[config.mk]
export PLATFORM = sky130hd
export DESIGN_NAME = wbc_block_master
export DESIGN_NICKNAME = d
export VERILOG_FILES = /design/src/rtl/wbm_pkg.sv /design/src/rtl/wbm_beat_ctr.sv /design/src/rtl/wbm_addr_gen.sv /design/src/rtl/wbc_block_master.sv
export SDC_FILE = /design/constraint.sdc
export NUM_CORES = 1
export LEC_CHECK = 0
export CORE_MARGIN = 2
export CORE_UTILIZATION = 47
export CTS_CLUSTER_SIZE = 40
export DETAILED_ROUTE_END_ITERATION = 10
export PLACE_DENSITY = 0.85
export SKIP_LAST_GASP = 1
export SLEW_MARGIN = 20
export SYNTH_ARGS = -nofsm -noshare
export SYNTH_HDL_FRONTEND = slang
export SYNTH_SLANG_ARGS = --single-unit
export TNS_END_PERCENT = 30
[constraint.sdc]
create_clock -name clk_i -period 6.7 [get_ports clk_i]
set_input_delay 1.34 -clock clk_i [delete_from_list [all_inputs] [get_ports clk_i]]
set_output_delay 1.34 -clock clk_i [all_outputs]
set_load 0.02 [all_outputs]
[src/rtl/wbm_pkg.sv]
package wbm_pkg;

   typedef enum logic [1:0] {
      OP_BLK_RD = 2'd0,
      OP_BLK_WR = 2'd1,
      OP_RMW    = 2'd2,
      OP_RSVD   = 2'd3
   } wbm_op_e;

   typedef enum logic [1:0] {
      ST_IDLE = 2'd0,
      ST_BEAT = 2'd1,
      ST_GAP  = 2'd2
   } wbm_state_e;

endpackage

[src/rtl/wbm_beat_ctr.sv]
module wbm_beat_ctr #(
   parameter int CW = 8
) (
   input  logic          clk_i,
   input  logic          rst_i,
   input  logic          load_i,
   input  logic [CW-1:0] load_val_i,
   input  logic          dec_i,
   output logic          last_o
);

   localparam logic [CW-1:0] ONE = CW'(1);

   logic [CW-1:0] remain_q;

   always_ff @(posedge clk_i) begin
      if (rst_i) begin
         remain_q <= '0;
      end else if (load_i) begin
         remain_q <= load_val_i;
      end else if (dec_i && (remain_q != '0)) begin
         remain_q <= remain_q - ONE;
      end
   end

   assign last_o = (remain_q == ONE);

   // the count only moves on a real decrement
   a_r10_count_moves_on_dec : assert property (@(posedge clk_i) disable iff (rst_i)
      (!load_i && !dec_i) |=> $stable(remain_q));

endmodule

[src/rtl/wbm_addr_gen.sv]
module wbm_addr_gen #(
   parameter int AW        = 32,
   parameter int DW        = 32,
   parameter bit WORD_ADDR = 1'b0
) (
   input  logic          clk_i,
   input  logic          rst_i,
   input  logic          load_i,
   input  logic [AW-1:0] base_i,
   input  logic          adv_i,
   output logic [AW-1:0] addr_o
);

   localparam int BYTES_PER_BEAT = DW / 8;

   logic [AW-1:0] step;
   logic [AW-1:0] addr_q;

   generate
      if (WORD_ADDR) begin : g_word_step
         assign step = AW'(1);
      end else begin : g_byte_step
         assign step = AW'(BYTES_PER_BEAT);
      end
   endgenerate

   always_ff @(posedge clk_i) begin
      if (rst_i) begin
         addr_q <= '0;
      end else if (load_i) begin
         addr_q <= base_i;
      end else if (adv_i) begin
         addr_q <= addr_q + step;
      end
   end

   assign addr_o = addr_q;

endmodule

[src/rtl/wbc_block_master.sv]
module wbc_block_master #(
   parameter int AW        = 32,
   parameter int DW        = 32,
   parameter int CW        = 8,
   parameter bit WORD_ADDR = 1'b0
) (
   input  logic                clk_i,
   input  logic                rst_i,
   input  logic                cmd_start_i,
   input  logic [1:0]          cmd_op_i,
   input  logic [AW-1:0]       cmd_addr_i,
   input  logic [CW-1:0]       cmd_beats_i,
   input  logic [(DW/8)-1:0]   cmd_sel_i,
   input  logic [DW-1:0]       rmw_wdata_i,
   input  logic [(DW/8)-1:0]   rmw_sel_i,
   input  logic [DW-1:0]       wr_data_i,
   output logic                wr_pop_o,
   output logic [DW-1:0]       rd_data_o,
   output logic                rd_valid_o,
   output logic                done_o,
   output logic [AW-1:0]       adr_o,
   input  logic [DW-1:0]       dat_i,
   output logic [DW-1:0]       dat_o,
   output logic                we_o,
   output logic [(DW/8)-1:0]   sel_o,
   output logic                stb_o,
   output logic                cyc_o,
   input  logic                ack_i
);
   import wbm_pkg::*;

   localparam int SW   = DW / 8;
   localparam int STEP = WORD_ADDR ? 1 : SW;

   generate
      if ((DW % 8) != 0 || DW < 8) begin : g_bad_dw
         $error("wbc_block_master: DW must be a whole number of bytes");
      end
      if (CW < 2) begin : g_bad_cw
         $error("wbc_block_master: CW must be at least 2");
      end
      if (AW < 2) begin : g_bad_aw
         $error("wbc_block_master: AW must be at least 2");
      end
   endgenerate

   wbm_state_e     state_q;
   wbm_op_e        op_q;
   wbm_op_e        cmd_op;
   logic           we_q, stb_q, cyc_q, done_q, rdv_q;
   logic [SW-1:0]  sel_q, rmw_sel_q;
   logic [DW-1:0]  dat_q, rmw_dat_q, rdd_q;
   logic           op_legal, accept, beat_ack, beat_last;
   logic [CW-1:0]  beat_load;

   assign cmd_op   = wbm_op_e'(cmd_op_i);
   assign op_legal = (cmd_op == OP_RMW) ||
                     (((cmd_op == OP_BLK_RD) || (cmd_op == OP_BLK_WR)) && (cmd_beats_i != '0));
   assign accept    = (state_q == ST_IDLE) && cmd_start_i && op_legal;
   assign beat_ack  = (state_q == ST_BEAT) && ack_i;
   assign beat_load = (cmd_op == OP_RMW) ? CW'(2) : cmd_beats_i;

   assign wr_pop_o = (accept && (cmd_op == OP_BLK_WR)) ||
                     ((state_q == ST_GAP) && (op_q == OP_BLK_WR));

   wbm_beat_ctr #(.CW(CW)) u_beats (
      .clk_i      (clk_i),
      .rst_i      (rst_i),
      .load_i     (accept),
      .load_val_i (beat_load),
      .dec_i      (beat_ack),
      .last_o     (beat_last)
   );

   wbm_addr_gen #(.AW(AW), .DW(DW), .WORD_ADDR(WORD_ADDR)) u_addr (
      .clk_i  (clk_i),
      .rst_i  (rst_i),
      .load_i (accept),
      .base_i (cmd_addr_i),
      .adv_i  ((state_q == ST_GAP) && (op_q != OP_RMW)),
      .addr_o (adr_o)
   );

   always_ff @(posedge clk_i) begin
      if (rst_i) begin
         state_q   <= ST_IDLE;
         op_q      <= OP_BLK_RD;
         we_q      <= 1'b0;
         stb_q     <= 1'b0;
         cyc_q     <= 1'b0;
         done_q    <= 1'b0;
         rdv_q     <= 1'b0;
         sel_q     <= '0;
         rmw_sel_q <= '0;
         dat_q     <= '0;
         rmw_dat_q <= '0;
         rdd_q     <= '0;
      end else begin
         done_q <= 1'b0;
         rdv_q  <= 1'b0;
         unique case (state_q)
            ST_IDLE: begin
               if (accept) begin
                  state_q   <= ST_BEAT;
                  op_q      <= cmd_op;
                  cyc_q     <= 1'b1;
                  stb_q     <= 1'b1;
                  we_q      <= (cmd_op == OP_BLK_WR);
                  sel_q     <= cmd_sel_i;
                  dat_q     <= (cmd_op == OP_BLK_WR) ? wr_data_i : '0;
                  rmw_dat_q <= rmw_wdata_i;
                  rmw_sel_q <= rmw_sel_i;
               end
            end
            ST_BEAT: begin
               if (ack_i) begin
                  stb_q <= 1'b0;
                  if (!we_q) begin
                     rdd_q <= dat_i;
                     rdv_q <= 1'b1;
                  end
                  if (beat_last) begin
                     cyc_q   <= 1'b0;
                     done_q  <= 1'b1;
                     state_q <= ST_IDLE;
                  end else begin
                     state_q <= ST_GAP;
                  end
               end
            end
            ST_GAP: begin
               stb_q   <= 1'b1;
               state_q <= ST_BEAT;
               if (op_q == OP_RMW) begin
                  we_q  <= 1'b1;
                  dat_q <= rmw_dat_q;
                  sel_q <= rmw_sel_q;
               end else if (op_q == OP_BLK_WR) begin
                  dat_q <= wr_data_i;
               end
            end
            default: state_q <= ST_IDLE;
         endcase
      end
   end

   assign dat_o      = dat_q;
   assign we_o       = we_q;
   assign sel_o      = sel_q;
   assign stb_o      = stb_q;
   assign cyc_o      = cyc_q;
   assign done_o     = done_q;
   assign rd_valid_o = rdv_q;
   assign rd_data_o  = rdd_q;

   // outputs quiet in the cycle after reset
   a_r1_reset_quiet : assert property (@(posedge clk_i)
      $past(rst_i) |-> (!cyc_o && !stb_o && !done_o && !rd_valid_o));

   // no strobe outside a bus cycle
   a_r8_stb_in_cyc : assert property (@(posedge clk_i) disable iff (rst_i)
      stb_o |-> cyc_o);

   // slave wait states freeze the bus outputs
   a_r6_hold_on_wait : assert property (@(posedge clk_i) disable iff (rst_i)
      (stb_o && !ack_i) |=> (stb_o && $stable(adr_o) && $stable(dat_o) &&
                             $stable(sel_o) && $stable(we_o)));

   // one-clock master wait state after a non-final acknowledge
   a_r7_gap_after_ack : assert property (@(posedge clk_i) disable iff (rst_i)
      (stb_o && ack_i && !beat_last) |=> (cyc_o && !stb_o));

   // the gap lasts a single clock
   a_r7_gap_one_clock : assert property (@(posedge clk_i) disable iff (rst_i)
      (cyc_o && !stb_o) |=> stb_o);

   // strobe and cycle fall together, then a single done pulse
   a_r8_end_of_block : assert property (@(posedge clk_i) disable iff (rst_i)
      (stb_o && ack_i && beat_last) |=> (!cyc_o && !stb_o && done_o));

   a_r8_done_single : assert property (@(posedge clk_i) disable iff (rst_i)
      done_o |=> !done_o);

   // block beats step the address
   a_r5_addr_step : assert property (@(posedge clk_i) disable iff (rst_i)
      (cyc_o && !stb_o && (op_q != OP_RMW)) |=> (adr_o == $past(adr_o) + AW'(STEP)));

   // write-back beat of a read-modify-write keeps the address
   a_r9_rmw_write : assert property (@(posedge clk_i) disable iff (rst_i)
      (cyc_o && !stb_o && (op_q == OP_RMW)) |=> (we_o && stb_o && $stable(adr_o)));

   // an acknowledge during the gap does not end the cycle
   a_r10_gap_ack_ignored : assert property (@(posedge clk_i) disable iff (rst_i)
      (cyc_o && !stb_o && ack_i) |=> cyc_o);

endmodule

# Word level (Yosys, flattened, before mapping)
# Index checks and enable logic that the tools add are counted.
# word_totals
reg_bits,153
elab_cells,88
inputBits,150
output_inout_bits,106
# classes
reduce_logical,28
addsub,2
bitwise_logic,3
eq_ne,13
muxes,28
# ops
op,count
$mux 32,6
$pmux 32 s2,1
$add 32x3->32 const B,1
$mux 8,3
$reduce_bool 8->1,2
$reduce_and 3->1,4
$eq 8x1->1 const B,1
$logic_and 1x1->1,8
$mux 1,8
$mux 4,2
$ne 2x2->1 const B,4
$pmux 4 s2,1
$reduce_bool 2->1,4
$sub 8x1->8 const B,1
$eq 2x1->1 const B,3
$eq 2x2->1 const B,3
$mux 2,3
$pmux 2 s3,1
$logic_not 2->1,2
$pmux 1 s2,2
$reduce_and 2->1,2
$reduce_and 4->1,1
$logic_or 1x1->1,3
$ne 3x1->1 const B,1
other kinds (5),7

# Longest topological paths before layout
# Gate-level depths: netlist of run 1.
# logic_depth
ltp_word,7
mapped_depth,8
mapped_depth_nobuf,7

# Modules after synthesis
# Synthesis of run 1 repeated with hierarchy kept, for this count alone.
# unflattened
cells_unflattened,827
area_unflattened_um2,7173.1
# by_module_without_submodules
module,seq_area_each_um2,area_per_inst_um2,cells_each,n_inst
wbc_block_master,2262.2,4755.8,534,1
wbm_addr_gen,640.6,1893.1,234,1
wbm_beat_ctr,160.2,524.3,59,1

# Least setup slack after synthesis of run 1
# No wires, ideal clock.
# synth_timing
path_kind,input to output
from,input port cmd_beats_i[4]
to,output port wr_pop_o
path_buffers,1
stages,5
arrival_ns,2.583
path_slack_ns,2.777
required_time_ns,5.360
cell_sequence,or4_1 o21a_1 clkbuf_1 nand2_1 o21ai_0
# synth_via
elab_chain_cells,6
# synth_lines
element,line,source
"start, declared",wbc_block_master.sv:12,"input logic [CW-1:0] cmd_beats_i,"
$reduce_bool 8->1,wbc_block_master.sv:58,(((cmd_op == OP_BLK_RD) || (cmd_op == OP_BLK_WR)) && (cmd_beats_i != '0));
$logic_and 1x1->1,wbc_block_master.sv:58,
$logic_or 1x1->1,wbc_block_master.sv:57,assign op_legal = (cmd_op == OP_RMW) ||
$logic_and 1x1->1,wbc_block_master.sv:59,assign accept = (state_q == ST_IDLE) && cmd_start_i && op_legal;
$logic_and 1x1->1,wbc_block_master.sv:63,assign wr_pop_o = (accept && (cmd_op == OP_BLK_WR)) ||
$logic_or 1x1->1,wbc_block_master.sv:63,
"end, declared",wbc_block_master.sv:17,"output logic wr_pop_o,"
# Every way passes these cells.

# Final worst setup path of run 1
# layout_timing
from,input port cmd_op_i[1]
to,output port wr_pop_o
# layout_via
elab_chain_cells,7
word_cells_on_any_way,9
cone_classes,eq/ne: 2; reduce/logical: 7
# layout_lines
element,line,source
"start, declared",wbc_block_master.sv:10,"input logic [1:0] cmd_op_i,"
$eq 2x1->1 or $logic_not 2->1 (tied branches),"wbc_block_master.sv:58, wbc_block_master.sv:63",
$logic_or 1x1->1,wbc_block_master.sv:58,
$logic_and 1x1->1,wbc_block_master.sv:58,
$logic_or 1x1->1,wbc_block_master.sv:57,
$logic_and 1x1->1,wbc_block_master.sv:59,
$logic_and 1x1->1 (*),wbc_block_master.sv:63,
$logic_or 1x1->1 (*),wbc_block_master.sv:63,
# Mark *: on every way between the ends. The rest lies on a longest branch, timed or not.

==> impl_metrics.yaml, run 1 <==
route:
  via_count: 6573
  viasPerCell: 5.48
  avgRoutedWirePerCell_um: 16.4
  dr.pass1.iters: 6
  antenna_left: 0
  drc: 0
  drtIter0Drc: 670
  wirelength_um: 19700
critical_path:
  path_max_fanout: 8
  crit_path_start: "cmd_op_i[1]"
  rrSetupSlack_ns: 4.08
  crit_required_ns: 5.36
  critPathCaptureType: "output port"
  cp_data_arrival_time_ns: 3.72
  path_cells: "clkdlybuf4s50_1 > nor4b_1 > o21a_1 > nand2_1 > o21ai_0 > clkdlybuf4s50_1"
  reg2reg_depth: 6
  reg2reg_from: "state_q[1]"
  reg2reg_to: "dat_o[0]"
  worst_path_max_delay_cell: "nor4b_1"
  max_stage_delay_ns: 0.66
  start_kind: "primary input"
  cpMostUsedCell: "clkdlybuf4s50_1"
  crit_type: "in2out"
die:
  fp.dieH_um: 121
  die_area_mm2: 0.0147
  die_w_um: 121
  initial_utilization: 0.485
  core_area_mm2: 0.0133
  io_pins: 256
  num_rows: 42
clock_network:
  cts_tree: "done"
  cts_made_buffers: 17
  cts_root_buffer: "clkbuf_16"
  ctsHoldBuffers: 0
  clockBufferDepth: 2
  clock_latency_ns: 0.42
  htree_levels: 4
  cts.repair.resized: 0
  cts.clk_slew.worst_paths_ns: 0.06
  clock-sinks: 153
  postCtsSetupRepairBufs: 0
global_route:
  antenna_found_initial: 0
  track_usage: 0.266
  grt_overflow: 0
  grt_first_pass_wirelength_um: 31300
  grt_max_degree: 102
  grt_pass1_vias: 6291
synthesis:
  synthArstFlopShare: 0
  yosysWarningCount: 0
  mappedNetlistArea_mm2: 0.00648
  ys_seq_elements: 153
  synthCells: 790
  synth.avg_cell_area_um2: 8.20
  yosysSeqAreaShare: 0.473
  synthDistinctLibCells: 53
  ys.flop_type: "dfxtp_1"
  synth_edf_count: 0
  synth_nets: 943
power_and_ir_drop:
  intPower_mw: 1.78
  finalPower_mw: 2.46
  p_seq_frac: 0.421
  p_switching_mw: 0.675
  clkPwrFrac: 0.381
  switching_share: 0.275
  combPwrFrac: 0.198
  powerDensity_mw_per_mm2: 254
  p_leak_nw: 3.33
  peakVddDrop_uv: 200
worst_hold_path:
  min-delay-start: "rd_data_o[12]"
  worstHoldPathType: "reg2reg"
  min_to: "rd_data_o[12]"
  min_path_cells: 2
place:
  pre_cts_slack_ns: 1.67
  dpl.hpwl_um: 13100
  place_congestion: 0.928
  io_buffers: 255
timing:
  slew_headroom: 0.266
  skew_ns: 0.00827
  worst_slew_pin_slew_ns: 1.10
  fin_crit_ns: 5.06
  hold_slack_ns: 0.452
  finalCritPeriodShare: 0.755
  setup_viol: 0
  hold_viol: 0
  fmax_mhz: 198
  setup_tns_ns: 0
  slew_violations: 0
  rsz0062_at_grt: "no"
  setup_slack_ns: 1.64
run:
  maxCapViolations: 0
finish:
  syn_to_final_growth_pct: 49.3
  num-nets-final: 1165
  final_util: 0.725
  drive_above_1_share: 0.0557
  diodes: 0
run_status:
  status: "complete, no violations"
-- cells by family (layout without fill, tap and decap cells) --
logic type / Yosys count / in the layout / synth area share
xor gates and xnor gates: 28 / 28 / 0.0379
and+or+nand+nor: 322 / 322 / 0.222
adders and majority gates: 3 / 3 / 0.00580
DFF: 153 / 153 / 0.473
muxes: 1 / 1 / 0.00155
buffers and inverters: 72 / 306 / 0.0452
AOI/OAI and AO/OA: 211 / 211 / 0.215
-- layout by cell type, fill, tap and decap left out, drive strengths merged, types with 2 or more instances in the layout --
cell             n
o21ai            7
nand3           13
clkbuf          20
xor2             7
clkinvlp         4
a211oi          59
a21o             3
nor2            75
bufinv           2
or3b             3
and3             5
nor2b            2
a311oi           4
clkdlybuf4s50  254
o31ai            3
ha               3
a221oi           5
inv             16
nor3            17
buf              6
nand4            7
a32oi            2
nand2          169
a22oi           34
or4              4
and4             3
xnor2           21
nor4b            3
a21oi           85
nor4            11
clkinv           4
nand2b           5
dfxtp          153
-- through the flow --
step / cells / cell area, um2
2_1_floorplan: 790 / 6480
3_3_place_gp: 1169 / 9090
3_5_place_dp: 1169 / 9090
4_1_cts: 1200 / 9670
5_1_grt: 1200 / 9670
6_report: 1200 / 9670
-- cell type report --
| type | instances | area [um2] |
|---|---|---|
| Sequential cell | 153 | 3060 |
| Clock inverter | 11 | 123 |
| Clock buffer | 20 | 457 |
| Timing Repair Buffer | 260 | 2590 |
| Tap cell | 176 | 220 |
| Fill cell | 1044 | 3680 |
| Inverter | 15 | 56.3 |
| Multi-Input combinational cell | 565 | 3170 |
-- power by group through the flow --
stage / clock network [mW] / registers [mW] / logic [mW]
after CTS: 0.950 / 1.03 / 0.487
after detailed placement: 0 / 1.05 / 0.482
after global placement: 0 / 1.05 / 0.476
final: 0.938 / 1.04 / 0.486
after floorplan: 0 / 1.10 / 0.195
after global routing: 0.983 / 1.04 / 0.527
-- synth_stat cells, types with 2 or more instances --
cell type | instances | area [um2]
nor4_1 | 9 | 56.3
ha_1 | 3 | 37.5
clkbuf_1 | 44 | 165
o21ai_0 | 6 | 30.0
buf_2 | 12 | 60.1
a211oi_2 | 4 | 50.1
and3_1 | 5 | 31.3
o31ai_1 | 3 | 22.5
nor3_1 | 17 | 85.1
nand3_1 | 13 | 65.1
nand2b_1 | 5 | 31.3
xor2_1 | 7 | 61.3
or4_1 | 3 | 22.5
or3b_2 | 2 | 17.5
a311oi_1 | 4 | 35.0
nor4_2 | 2 | 25.0
and4_1 | 2 | 17.5
dfxtp_1 | 153 | 3060
a32oi_1 | 2 | 17.5
a22oi_1 | 34 | 255
nor2b_1 | 2 | 12.5
nand2_1 | 169 | 634
a211oi_1 | 55 | 413
nor2_1 | 75 | 282
a21o_1 | 3 | 22.5
inv_1 | 15 | 56.3
xnor2_1 | 21 | 184
nand4_1 | 6 | 37.5
nor4b_1 | 2 | 17.5
a21oi_1 | 85 | 425
a221oi_1 | 5 | 43.8
-- worst max-delay path by stage --
stage	endpoint	slack, ns	depth (start not counted)
2_1_floorplan	wr_pop_o	2.78	5
3_3_place_gp	wr_pop_o	1.77	6
3_5_place_dp	wr_pop_o	1.67	6
4_1_cts	wr_pop_o	1.67	6
5_1_grt	wr_pop_o	1.49	6
6_report	wr_pop_o	1.64	6
-- registers in the layout, summed over array words and instances, names as in the netlist, 2 cells and up --
register	cells
rmw_sel_q	4
rmw_dat_q	32
sel_o	4
dat_o	32
u_addr.addr_o	32
state_q	2
u_beats.remain_q	8
op_q	2
rd_data_o	32
-- critical path: cells and delay by family --
family                 cells  cell delay (ns)
buffers and inverters      2             1.14
AND/OR/NAND/NOR            2             0.77
AO/OA/AOI/OAI              2             0.48
-- routing by layer --
| layer | routed length (um) | vias up | global-route usage |
|---|---|---|---|
| met4 | 384 | 0 | 0.0841 |
| li1 | - | 3223 | - |
| met2 | 9700 | 271 | 0.450 |
| met3 | 1810 | 29 | 0.0996 |
| met5 | 0 | - | 0 |
| met1 | 7810 | 3050 | 0.312 |
Power figures use the tool's default switching activity.
==> run 2, diff against run 1 <==
Settings changed: CORE_UTILIZATION 47 to 44, PLACE_DENSITY 0.85 to 0.8.
Clock period 6.7 ns to 4.93 ns, I/O delays scaled along.
==> impl_metrics.yaml, run 2 (same netlist as run 1, synthesis figures left out) <==
run_status:
  status: "complete, no violations"
finish:
  mostFrequentLayoutCell: "clkdlybuf4s50_1"
  fin_cells: 1209
  drive_above_1_share: 0.0527
  layout_common_cells: "254 x clkdlybuf4s50_1, 168 x nand2_1, 153 x dfxtp_1"
  diodes: 0
  postLayoutCellArea_mm2: 0.00972
  fill_cells: 1203
  final_util: 0.672
  num-nets-final: 1166
  syn_to_final_growth_pct: 50.1
global_route:
  antenna_found_initial: 0
  grt_first_pass_wirelength_um: 30400
  grt_overflow: 0
  grt_pass1_vias: 6196
  track_usage: 0.237
  grt_max_degree: 89
route:
  antenna_left: 0
  viasPerCell: 5.34
  wirelength_um: 19000
  drc: 0
  drtIter0Drc: 473
  via_count: 6453
  dr.pass1.iters: 6
  avgRoutedWirePerCell_um: 15.7
power_and_ir_drop:
  p_switching_mw: 0.896
  peakVddDrop_uv: 217
  intPower_mw: 2.48
  switching_share: 0.265
  combPwrFrac: 0.195
  powerDensity_mw_per_mm2: 347
  clkPwrFrac: 0.389
  p_seq_frac: 0.416
  p_leak_nw: 3.34
  finalPower_mw: 3.38
place:
  place_congestion: 0.842
  pre_cts_slack_ns: 0.628
  dp_cells: 1178
  io_buffers: 255
  dpl.hpwl_um: 13100
  placed_cell_area_mm2: 0.00914
clock_network:
  cts_root_buffer: "clkbuf_16"
  postCtsSetupRepairBufs: 0
  clock-sinks: 153
  cts.repair.resized: 0
  cts.clk_slew.worst_paths_ns: 0.06
  cts_made_buffers: 17
  cts_tree: "done"
  ctsHoldBuffers: 0
  clock_latency_ns: 0.41
  htree_levels: 4
  clockBufferDepth: 2
critical_path:
  start_kind: "primary input"
  cp_data_arrival_time_ns: 3.31
  crit_required_ns: 3.94
  critPathCaptureType: "output port"
  crit_type: "in2out"
  path_max_fanout: 8
  reg2reg_depth: 6
die:
  die_w_um: 125
  die_area_mm2: 0.0157
  num_rows: 44
  initial_utilization: 0.447
  io_pins: 256
  core_area_mm2: 0.0145
  fp.dieH_um: 125
timing:
  setup_slack_ns: 0.630
  fmax_mhz: 233
  worst_slew_pin_slew_ns: 1.01
  hold_slack_ns: 0.452
  finalCritPeriodShare: 0.872
  skew_ns: 0.00812
  slew_violations: 0
  rsz0062_at_grt: "no"
  hold_viol: 0
  setup_viol: 0
  setup_tns_ns: 0
  fin_crit_ns: 4.30
  slew_headroom: 0.328
worst_hold_path:
  min_path_cells: 2
  worstHoldPathType: "reg2reg"
run:
  maxCapViolations: 0
## run 2: cell types whose count changed in the layout (fill, tap and decap cells not counted), sizes merged
cell	previous run	this run
clkinvlp	4	3
inv	16	15
bufinv	2	3
clkbuf	20	24
buf	6	7
clkinv	4	1
## run 2: layer usage
layer | GRT usage | wire [um]
met3 | 0.0813 | 1540
met1 | 0.281 | 8010
met4 | 0.0882 | 381
met2 | 0.398 | 9110
met5 | 0 | 0
## run 2: final cells by class
class,count,area [um2],share of cell area
Inverter,15,56.3,0.00579
Clock buffer,24,472,0.0485
Multi-Input combinational cell,565,3170,0.326
Clock inverter,7,118,0.0121
Sequential cell,153,3060,0.315
Tap cell,184,230,0.0237
Timing Repair Buffer,261,2620,0.269
## run 2: power by group through the flow
stage                     registers (mW)  logic, mW  clock network (mW)
after CTS                           1.40      0.663                1.33
after detailed placement            1.43      0.660                   0
final                               1.40      0.659                1.31
after global placement              1.43      0.654                   0
after floorplan                     1.50      0.264                   0
after global routing                1.42      0.713                1.38
## run 2: worst paths after layout
kind	from	slack [ns]	end
min	rd_data_o[5]	0.45	rd_data_o[5]
max reg2reg	state_q[1]	2.22	dat_o[2]
max	cmd_op_i[1]	0.63	wr_pop_o
min reg2reg	rd_data_o[5]	0.45	rd_data_o[5]
## run 2: critical path, cell delays in order
cell             delay [ns]
clkdlybuf4s50_1        0.50
nor4b_1                0.60
o21a_1                 0.39
nand2_1                0.11
o21ai_0                0.09
clkdlybuf4s50_1        0.64
